## src/rtl/scratch_level_pkg.sv

```systemverilog
package scratch_level_pkg;
    localparam int DATA_W = 8;
    localparam int MODE_W = 2;

    // Mode field values (wr_data[1:0] while swap is on)
    localparam logic [MODE_W-1:0] MODE_RX     = 2'b00;
    localparam logic [MODE_W-1:0] MODE_TX     = 2'b01;
    localparam logic [MODE_W-1:0] MODE_ALT    = 2'b11;

    typedef struct packed {
        logic [DATA_W-1:0] scratch;
        logic [MODE_W-1:0] mode;
        logic              tx_next;
        logic [DATA_W-1:0] rdata;
    } port_state_t;
endpackage

```

## src/rtl/level_clip.sv

```systemverilog
module level_clip #(
    parameter int IN_W  = 8,
    parameter int OUT_W = 8,
    parameter int LIMIT = 128
) (
    input  logic [IN_W-1:0]  count_in,
    output logic [OUT_W-1:0] count_out
);
    localparam logic [IN_W-1:0]  LIMIT_IN  = IN_W'(LIMIT);
    localparam logic [OUT_W-1:0] LIMIT_OUT = OUT_W'(LIMIT);

    always_comb begin
        if (count_in > LIMIT_IN) count_out = LIMIT_OUT;
        else                     count_out = OUT_W'(count_in);
    end
endmodule

```

## src/rtl/level_port_mux.sv

```systemverilog
module level_port_mux
    import scratch_level_pkg::*;
(
    input  logic              swap_on,
    input  logic [MODE_W-1:0] mode,
    input  logic              tx_next,
    input  logic [DATA_W-1:0] scratch,
    input  logic [DATA_W-1:0] rx_clip,
    input  logic [DATA_W-1:0] tx_clip,
    output logic [DATA_W-1:0] value
);
    always_comb begin
        if (!swap_on)                     value = scratch;
        else if (!mode[0])                value = rx_clip;
        else if (!mode[1])                value = tx_clip;
        else                              value = tx_next ? tx_clip : rx_clip;
    end
endmodule

```

## src/rtl/scratch_level_port.sv

```systemverilog
module scratch_level_port
    import scratch_level_pkg::*;
#(
    parameter int ADDR_W     = 3,
    parameter int PORT_ADDR  = 7,
    parameter int LVL_W      = 8,
    parameter int FIFO_DEPTH = 128
) (
    input  logic              clk,
    input  logic              rst_n,
    input  logic [ADDR_W-1:0] bus_addr,
    input  logic              bus_rd,
    input  logic              bus_wr,
    input  logic [7:0]        wr_data,
    input  logic              swap_en,
    input  logic [LVL_W-1:0]  rx_level,
    input  logic [LVL_W-1:0]  tx_level,
    output logic [7:0]        rd_data
);
    localparam logic [ADDR_W-1:0] MY_ADDR = ADDR_W'(PORT_ADDR);
    localparam int                N_CH    = 2;

    port_state_t state_d, state_q;

    logic [LVL_W-1:0]  lvl_raw  [N_CH];
    logic [DATA_W-1:0] lvl_clip [N_CH];
    logic [DATA_W-1:0] mux_value;
    logic              hit, rd_hit, wr_hit;

    assign lvl_raw[0] = rx_level;
    assign lvl_raw[1] = tx_level;

    for (genvar ch = 0; ch < N_CH; ch++) begin : g_clip
        level_clip #(
            .IN_W (LVL_W),
            .OUT_W(DATA_W),
            .LIMIT(FIFO_DEPTH)
        ) i_clip (
            .count_in (lvl_raw[ch]),
            .count_out(lvl_clip[ch])
        );
    end

    level_port_mux i_mux (
        .swap_on(swap_en),
        .mode   (state_q.mode),
        .tx_next(state_q.tx_next),
        .scratch(state_q.scratch),
        .rx_clip(lvl_clip[0]),
        .tx_clip(lvl_clip[1]),
        .value  (mux_value)
    );

    assign hit    = (bus_addr == MY_ADDR);
    assign rd_hit = bus_rd && hit;
    assign wr_hit = bus_wr && hit;

    always_comb begin
        state_d = state_q;
        if (wr_hit) begin
            if (swap_en) begin
                state_d.mode    = wr_data[MODE_W-1:0];
                state_d.tx_next = 1'b0;
            end else begin
                state_d.scratch = wr_data;
            end
        end else if (rd_hit && swap_en && state_q.mode == MODE_ALT) begin
            state_d.tx_next = !state_q.tx_next;
        end
        state_d.rdata = rd_hit ? mux_value : '0;
    end

    always_ff @(posedge clk or negedge rst_n) begin
        if (!rst_n) state_q <= '0;
        else        state_q <= state_d;
    end

    assign rd_data = state_q.rdata;

    // Idle cycles return zero
    assert_idle_zero_R11: assert property (@(posedge clk) disable iff (!rst_n)
        !rd_hit |=> rd_data == '0);

    // Receive-only modes return the clipped receive level
    assert_rx_mode_R5: assert property (@(posedge clk) disable iff (!rst_n)
        (rd_hit && swap_en && !state_q.mode[0]) |=> rd_data == $past(lvl_clip[0]));

    // Transmit-only mode returns the clipped transmit level
    assert_tx_mode_R6: assert property (@(posedge clk) disable iff (!rst_n)
        (rd_hit && swap_en && state_q.mode == MODE_TX) |=> rd_data == $past(lvl_clip[1]));

    // Mode writes leave the scratch byte alone
    assert_scratch_kept_R4: assert property (@(posedge clk) disable iff (!rst_n)
        (wr_hit && swap_en) |=> $stable(state_q.scratch));

    // Each alternating-mode read flips the pointer
    assert_alt_flip_R7: assert property (@(posedge clk) disable iff (!rst_n)
        (rd_hit && !bus_wr && swap_en && state_q.mode == MODE_ALT)
            |=> state_q.tx_next != $past(state_q.tx_next));

    // Any mode write restarts the sequence on receive
    assert_alt_restart_R8: assert property (@(posedge clk) disable iff (!rst_n)
        (wr_hit && swap_en) |=> !state_q.tx_next);

    // Off-address traffic changes no stored state
    assert_other_addr_R9: assert property (@(posedge clk) disable iff (!rst_n)
        !hit |=> ($stable(state_q.scratch) && $stable(state_q.mode) && $stable(state_q.tx_next)));

    // Returned levels never exceed the depth
    assert_clip_R10: assert property (@(posedge clk) disable iff (!rst_n)
        (rd_hit && swap_en) |=> rd_data <= DATA_W'(FIFO_DEPTH));
endmodule

```

## config.mk

```make
export PLATFORM = sky130hd
export DESIGN_NAME = scratch_level_port
export DESIGN_NICKNAME = d
export VERILOG_FILES = /design/src/rtl/scratch_level_pkg.sv /design/src/rtl/level_clip.sv /design/src/rtl/level_port_mux.sv /design/src/rtl/scratch_level_port.sv
export SDC_FILE = /design/constraint.sdc
export NUM_CORES = 1
export LEC_CHECK = 0
export BUFFER_PORTS_ARGS = -buffer_cell sky130_fd_sc_hd__buf_2
export CELL_PAD_IN_SITES_DETAIL_PLACEMENT = 0
export CELL_PAD_IN_SITES_GLOBAL_PLACEMENT = 2
export CORE_ASPECT_RATIO = 1.75
export CORE_UTILIZATION = 30
export DETAILED_ROUTE_END_ITERATION = 8
export HOLD_SLACK_MARGIN = 0.12
export PLACE_DENSITY = 0.9
export SYNTH_ARGS = -nofsm -noshare
export SYNTH_HDL_FRONTEND = slang
export SYNTH_SLANG_ARGS = --single-unit
```

## constraint.sdc

```tcl
create_clock -name clk -period 3.05 [get_ports clk]
set_input_delay 0.1525 -clock clk [delete_from_list [all_inputs] [get_ports clk]]
set_output_delay 0.1525 -clock clk [all_outputs]
set_load 0.01 [all_outputs]
```

Yosys cells after proc, flatten, opt, wreduce, memory -nomap -nowiden
Index checks and enable logic that the tools add are counted.

Magnitude comparators: 2. Muxes and demuxes: 10. Reductions and logical operators: 9. Eq/ne operators: 3. Bitwise gates (word level): 1.

Operators by type and width (count): 2-to-1 mux 8 bit (7); greater-than comparator 8 bit, second input constant (2); AND reduction 2 bit (3); logical AND 1 bit (4); equality test 3 bit, second input constant (1); 2-to-1 mux 1 bit (3); equality test 2 bit, second input constant (1); inequality test 2 bit, second input constant (1); nonzero test 2 bit (1); logical NOT 1 bit (1); NOT 1 bit (1).

Output and inout port bits: 8. Input port bits: 32. Register bits: 19.

Longest topological paths before layout
Gate-level depths: netlist of run 1.

Depth after elaboration: 7. Depth in mapped cells: 4. Gate-level depth less buffers: 3.

Modules after synthesis
From an unflattened synthesis of run 1, not the netlist that was laid out.

Cell total of the unflattened synthesis: 111. Area total of the unflattened synthesis: 1083.5 um^2.

Modules (own cells, without submodules): scratch_level_port (times used 1, cells each 56, area each 783.3 um^2, seq. area each 475.5 um^2); level_port_mux (times used 1, cells each 39, area each 205.2 um^2, seq. area each 0.0 um^2); level_clip (times used 2, cells each 8, area each 47.5 um^2, seq. area each 0.0 um^2).

Worst setup path before layout of run 1
Ideal clock, no wire load.

Path type: reg-to-reg. From: register state_q[10] (netlist name). To: register state_q (netlist bit rd_data[6]). Library setup time: 0.082 ns. Required time: 2.968 ns. Slack: 1.717 ns. Clock period less this slack: 1.333 ns. Stages on the path, launching flop included: 5. Arrival: 1.251 ns. Path buffers: 1. Cell sequence: dfrtp_1 -> nor2b_2 -> buf_6 -> or4b_1 -> a31oi_1.

RTL lines: start: declaration (RTL line scratch_level_port.sv:23) `port_state_t state_d, state_q;`; start signal: assignment (RTL line scratch_level_port.sv:75) `else state_q <= state_d;`.

==> results of run 1 <==
## layout make-up
class	instances	area, sq um
Sequential cell	19	475.5
Tap cell	42	52.55
Inverter	3	11.26
Clock buffer	4	45.04
Fill cell	323	1765
Multi-Input combinational cell	60	437.9
Timing Repair Buffer	40	205.2
## metal layers
layer | share of wire, % | vias up | GRT usage (%) | wire length, um
li1 | - | 402 | - | -
met1 | 41 | 358 | 15.03 | 863
met2 | 52 | 32 | 21.76 | 1092
met3 | 5.6 | 2 | 1.176 | 117
met4 | 1.3 | 0 | 7.273 | 28
met5 | 0 | - | 0 | 0
## state kept, by name, indices dropped and copies added, names as in the netlist
register  count
rd_data       8
state_q      11
## report_power, final
group          internal [uW]  leakage, uW  switching, uW
Clock                   92.7    0.0000228           77.1
Combinational           54.4     0.000310           46.9
Sequential               285     0.000243           18.9
Total                    432     0.000575            143
## metrics by stage
step,cells,total power (uW)
after floorplan,87,373.4
after CTS,168,583.9
after global placement,163,405.3
after global routing,168,607.5
after detailed placement,163,411.3
final,168,575.4
## worst reg2reg max path, delay by kind of cell, from the launching register on
family           cells  cell delay, ns
AO/OA/AOI/OAI        1            0.20
flip-flops           1            0.39
AND/OR/NAND/NOR      2            0.71
## how the worst max path moves through the flow
stage                               to  slack [ns]  cells past startpoint
3_3_place_gp      rd_data[4]$_DFF_PN0_        1.72                      3
5_1_grt           rd_data[4]$_DFF_PN0_        1.58                      3
4_1_cts           rd_data[4]$_DFF_PN0_        1.68                      3
2_1_floorplan     rd_data[6]$_DFF_PN0_        1.72                      4
3_5_place_dp   state_q[17]$_DFFE_PN0P_        1.68                      4
6_report          rd_data[4]$_DFF_PN0_        1.66                      3
## kinds of logic after synthesis
logic type,share of synthesized area (%)
muxes,11.75
DFF,49.61
buffers and inverters,4.699
AOI/OAI and AO/OA,14.49
and+or+nand+nor,19.45
## cells in the final DEF (no fill, tap or decap)
cell type | synthesis | layout
nand3b_1 | 1 | 1
o221ai_1 | 1 | 1
and4_1 | 1 | 1
nor2b_1 | 8 | 8
or2_2 | 1 | 1
and2_1 | 2 | 2
a31oi_1 | 8 | 8
o21ai_0 | 16 | 16
buf_2 | 0 | 39
or4b_1 | 7 | 7
nor2b_2 | 1 | 1
inv_1 | 2 | 2
mux2_2 | 10 | 10
nor2_2 | 1 | 1
inv_2 | 1 | 1
nand2_1 | 1 | 1
nand4_1 | 2 | 2
clkbuf_8 | 0 | 3
dfrtp_1 | 19 | 19
dlygate4sd3_1 | 0 | 1
clkbuf_1 | 3 | 1
## timing repair
action                                  CTS  global route
endpoints found under the hold margin    19             0
endpoints found under the setup margin    0             0
hold buffers                              1             0
setup buffers                             0             0
==> impl_metrics.tcl, run 1 <==
set metrics [dict create \
    power_density_nw_per_um2 468.7 \
    synth-edff-count 0 \
    ys_async_sr_fraction_pct 100.0 \
    place_area_sq_um 1172 \
    critPathRequiredTime_ns 3.22 \
    synth_top_area_share_pct 49.61 \
    drt_pass1_iterations 4 \
    synth-seq-cells 19 \
    crit_arrival_ns 1.55 \
    cp_slowest_cell "or4b_1" \
    antenna_found_initial 0 \
    place_congestion 0.6980 \
    synth_top_area_cell "dfrtp_1" \
    avgSynthCellArea_sq_um 11.02 \
    ir_drop_v 0.0001505 \
    yosysWarnings 0 \
    dieArea_sq_um 3434 \
    initial_core_util_pct 32.02 \
    drv_cap 0 \
    die_y_um 76.77 \
    die_w_um 44.73 \
    wl_mm 2.102 \
    insertion_delay_ns 0.25 \
    cp_max_fo 16 \
    io_pins 40 \
    drive_gt1_share_pct 44.44 \
    cts.repair.resized 0 \
    synthFlopType "dfrtp_1" \
    dp_hpwl_mm 1.581 \
    cts_made_buffers 3 \
    final_area_sq_um 1227 \
    post-route-period-util_pct 45.43 \
    grtUsageTotal_pct 12.86 \
    drt_iter0_drc 12 \
    coreArea_sq_um 2993 \
    clock.fmax_mhz 721.7 \
    finalHoldViolCount 0 \
    area_delta_synth_final_pct 28.07 \
    rows 26 \
    holdPathStages 2 \
    status "finished clean" \
    maxSlewViolCount 0 \
    yosysSeqAreaShare_pct 49.61 \
    leakage_uw 0.0005751 \
    clk_pin_slew_worst_paths_ns 0.07 \
    setup_viol 0 \
    synthesis.nets 119 \
    startpoint_type "flop" \
    grt_pass1_wl_mm 3.312 \
    dp_slack_ns 1.679 \
    end_kind "flop" \
    max_slew_margin_pct 70.82 \
    antenna_cells 0 \
    min_path_type "primary input to flop" \
    clock-sinks 19 \
    tns_ns 0 \
    cts_root_buf "clkbuf_8" \
    crit_path_cell_trace "nor2b_2, or4b_1, a31oi_1" \
    reg2reg_to "rd_data[4]$_DFF_PN0_" \
    fin_ws_ns 1.664 \
    postLayoutCoreUtil_pct 41.01 \
    drc_errors 0 \
    grt_start_max_net_pins 21 \
    cts_tree "done" \
    route.vias.total 794 \
    worst-setup-path-type "flop to flop" \
    cp-startpoint "state_q[10]$_DFFE_PN0P_" \
    grt_pass1_vias 768 \
    regToRegStartpoint "state_q[10]$_DFFE_PN0P_" \
    rsz0062_at_grt "no" \
    htreeDepth 1 \
    yosysUniqueCellTypes 19 \
    reg2reg_depth 3 \
    wl_per_cell_um 12.51 \
    worst_pin_slew_ns 0.4358 \
    hold_slack_ns 0.1303 \
    viasPerCell 4.726 \
    crit_family "simple AND/OR/NAND/NOR gates" \
    synth_most_common_cell "dfrtp_1" \
    synthTopCellsByCount "19 x dfrtp_1, 16 x o21ai_0, 10 x mux2_2, 8 x a31oi_1, 8 x nor2b_1" \
    overflow 0 \
    portBuffers 39 \
    reg2reg_slack_ns 1.66 \
    synthCells 87 \
    clockBufferDepth 2 \
    worst_hold_path.endpoint "state_q[14]$_DFFE_PN0P_" \
    max_stage_delay_ns 0.48 \
    synth_area_sq_um 958.4 \
    period_minus_slack_ns 1.386 \
    crit_buf_inv 0 \
    hold_path_startpoint "wr_data[3]" \
    nNetsFinal 159 \
    clock-skew-final_ns 0.001156 \
    ys_top_cells_by_area "dfrtp_1 50%, mux2_2 12%, o21ai_0 8.4%, or4b_1 7.3%, a31oi_1 5.2%" \
    ant_nets 0 \
]
Power figures use the tool's default switching activity.
==> inputs of run 2 (changes only) <==
CORE_UTILIZATION = 28   (was 30)
PLACE_DENSITY = 0.85   (was 0.9)
clock period = 1.38 ns   (was 3.05 ns; I/O delays follow)
==> run 2 against run 1 <==
  * Combinational power rose to 2.6 times the previous value
  * Fmax grew 4.0%
  * Clock power grew 120%
  * Wire length rose by 9.2%
  * Global-route usage grew 0.46 points
  * Cell count increased by 6.5%
  * Critical path depth unchanged
  * Core utilization up 0.43 points
  * Final area up 8.4%
  * Critical path type unchanged
==> impl_metrics.tcl, run 2 (same netlist as run 1, synthesis figures left out) <==
set metrics [dict create \
    cts_root_buf "clkbuf_8" \
    maxSlewViolCount 0 \
    ir_drop_v 0.0003085 \
    area_delta_synth_final_pct 38.77 \
    wl_per_cell_um 12.83 \
    period_minus_slack_ns 1.333 \
    coreArea_sq_um 3209 \
    post-route-period-util_pct 96.56 \
    grt_pass1_vias 857 \
    drive_gt1_share_pct 43.38 \
    worst-setup-path-type "flop to flop" \
    highest_layer "met4" \
    rows 27 \
    startpoint_type "flop" \
    initial_core_util_pct 29.86 \
    insertion_delay_ns 0.25 \
    power_density_nw_per_um2 985.3 \
    final_common_cell "buf_2" \
    clock.fmax_mhz 750.4 \
    crit_arrival_ns 1.51 \
    route.vias.total 843 \
    clockBufferDepth 2 \
    clock-skew-final_ns 0.003030 \
    ant_nets 0 \
    setup_viol 0 \
    clk_pin_slew_worst_paths_ns 0.07 \
    end_kind "flop" \
    cp_max_fo 16 \
    route.met3.wl_um 129 \
    grt_start_max_net_pins 21 \
    drt_pass1_iterations 4 \
    viasPerCell 4.709 \
    drt_iter0_drc 8 \
    dp_hpwl_mm 1.716 \
    wl_met2_mm 1.185 \
    antenna_found_initial 0 \
    nNetsFinal 169 \
    critPathRequiredTime_ns 1.56 \
    rsz0062_at_grt "no" \
    finalPower_uw 1311 \
    die_w_um 46.23 \
    post_cts_buffers 0 \
    largest_reg_flops 11 \
    reg2reg_slack_ns 0.05 \
    cts_tree "done" \
    drc_errors 0 \
    final_cell_mix "39 x buf_2, 19 x dfrtp_1, 16 x o21ai_0, 10 x mux2_2, 9 x dlygate4sd3_1" \
    status "finished clean" \
    worst_pin_slew_ns 0.4277 \
    leakage_uw 0.0006244 \
    drv_cap 0 \
    dieArea_sq_um 3670 \
    overflow 0 \
    top_regs "state_q x11, rd_data x8" \
    portBuffers 39 \
    tns_ns 0 \
    grt_pass1_wl_mm 3.560 \
    grtUsageTotal_pct 13.32 \
    wirelength_met1_um 939 \
    finalHoldViolCount 0 \
    io_pins 40 \
    postLayoutCoreUtil_pct 41.44 \
    num-fill-cells 321 \
    top_register "state_q" \
    max_slew_margin_pct 71.49 \
    place_congestion 0.8520 \
    die_y_um 79.40 \
    htreeDepth 1 \
    clock-sinks 19 \
    wl_mm 2.296 \
    cts_made_buffers 3 \
    antenna_cells 0 \
    min_path_type "primary input to flop" \
]
[run 2: changes by cell type in the layout (fill, tap and decap cells not counted), sizes merged]
| cell | change |
|---|---|
| buf | +2 |
| clkbuf | -1 |
| clkinv | +1 |
| dlygate4sd3 | +8 |
[run 2: final timing paths]
path | startpoint | end | cells past startpoint
setup / recovery | state_q[10]$_DFFE_PN0P_ | rd_data[2]$_DFF_PN0_ | 3
hold / removal | tx_level[5] | rd_data[5]$_DFF_PN0_ | 3
setup reg to reg | state_q[10]$_DFFE_PN0P_ | rd_data[2]$_DFF_PN0_ | 3
hold reg to reg | state_q[11]$_DFFE_PN0P_ | state_q[11]$_DFFE_PN0P_ | 1
max in group asynchronous | rst_n | state_q[10]$_DFFE_PN0P_ | 2
min in group asynchronous | rst_n | rd_data[4]$_DFF_PN0_ | 2
[run 2: critical path, cell delays in order (launching register included)]
cell and delay (ns):
dfrtp_1 0.40, nor2b_4 0.18, or4b_1 0.49, a31oi_1 0.19
[run 2: cell type report]
| class | count | area (sq um) | area share, % |
|---|---|---|---|
| Tap cell | 43 | 53.80 | 4.045 |
| Multi-Input combinational cell | 60 | 442.9 | 33.30 |
| Sequential cell | 19 | 475.5 | 35.75 |
| Timing Repair Buffer | 50 | 300.3 | 22.58 |
| Clock buffer | 3 | 41.29 | 3.104 |
| Clock inverter | 1 | 5.005 | 0.3763 |
| Inverter | 3 | 11.26 | 0.8467 |
[run 2: power breakdown]
part	leakage [uW]	switching [uW]	internal [uW]
Combinational	0.000356	113	146
Sequential	0.000243	41.6	631
Clock	0.0000255	179	200
[run 2: routing by layer]
metal / global-route usage [%] / vias up
met3: 1.810 / 4
met4: 7.059 / 0
met2: 23.38 / 34
met5: 0 / -
met1: 14.45 / 386
li1: - / 419
[run 2: repair_timing]
action | CTS | global route
endpoints found under the hold margin | 29 | 0
gates resized for setup | 0 | 1
setup endpoints to repair | 0 | 7
hold buffers | 9 | 0
[run 2: per-stage QoR]
stage	cells	hold slack, ns	setup slack, ns	cell area (sq um)
floorplan	87	-0.2266	0.04743	958.4
global placement	166	0.02048	0.07745	1189
detailed placement	166	0.02932	0.03059	1189
CTS	179	0.1520	0.006587	1325
global route	179	0.1659	0.01447	1330
finish	179	0.1555	0.04746	1330
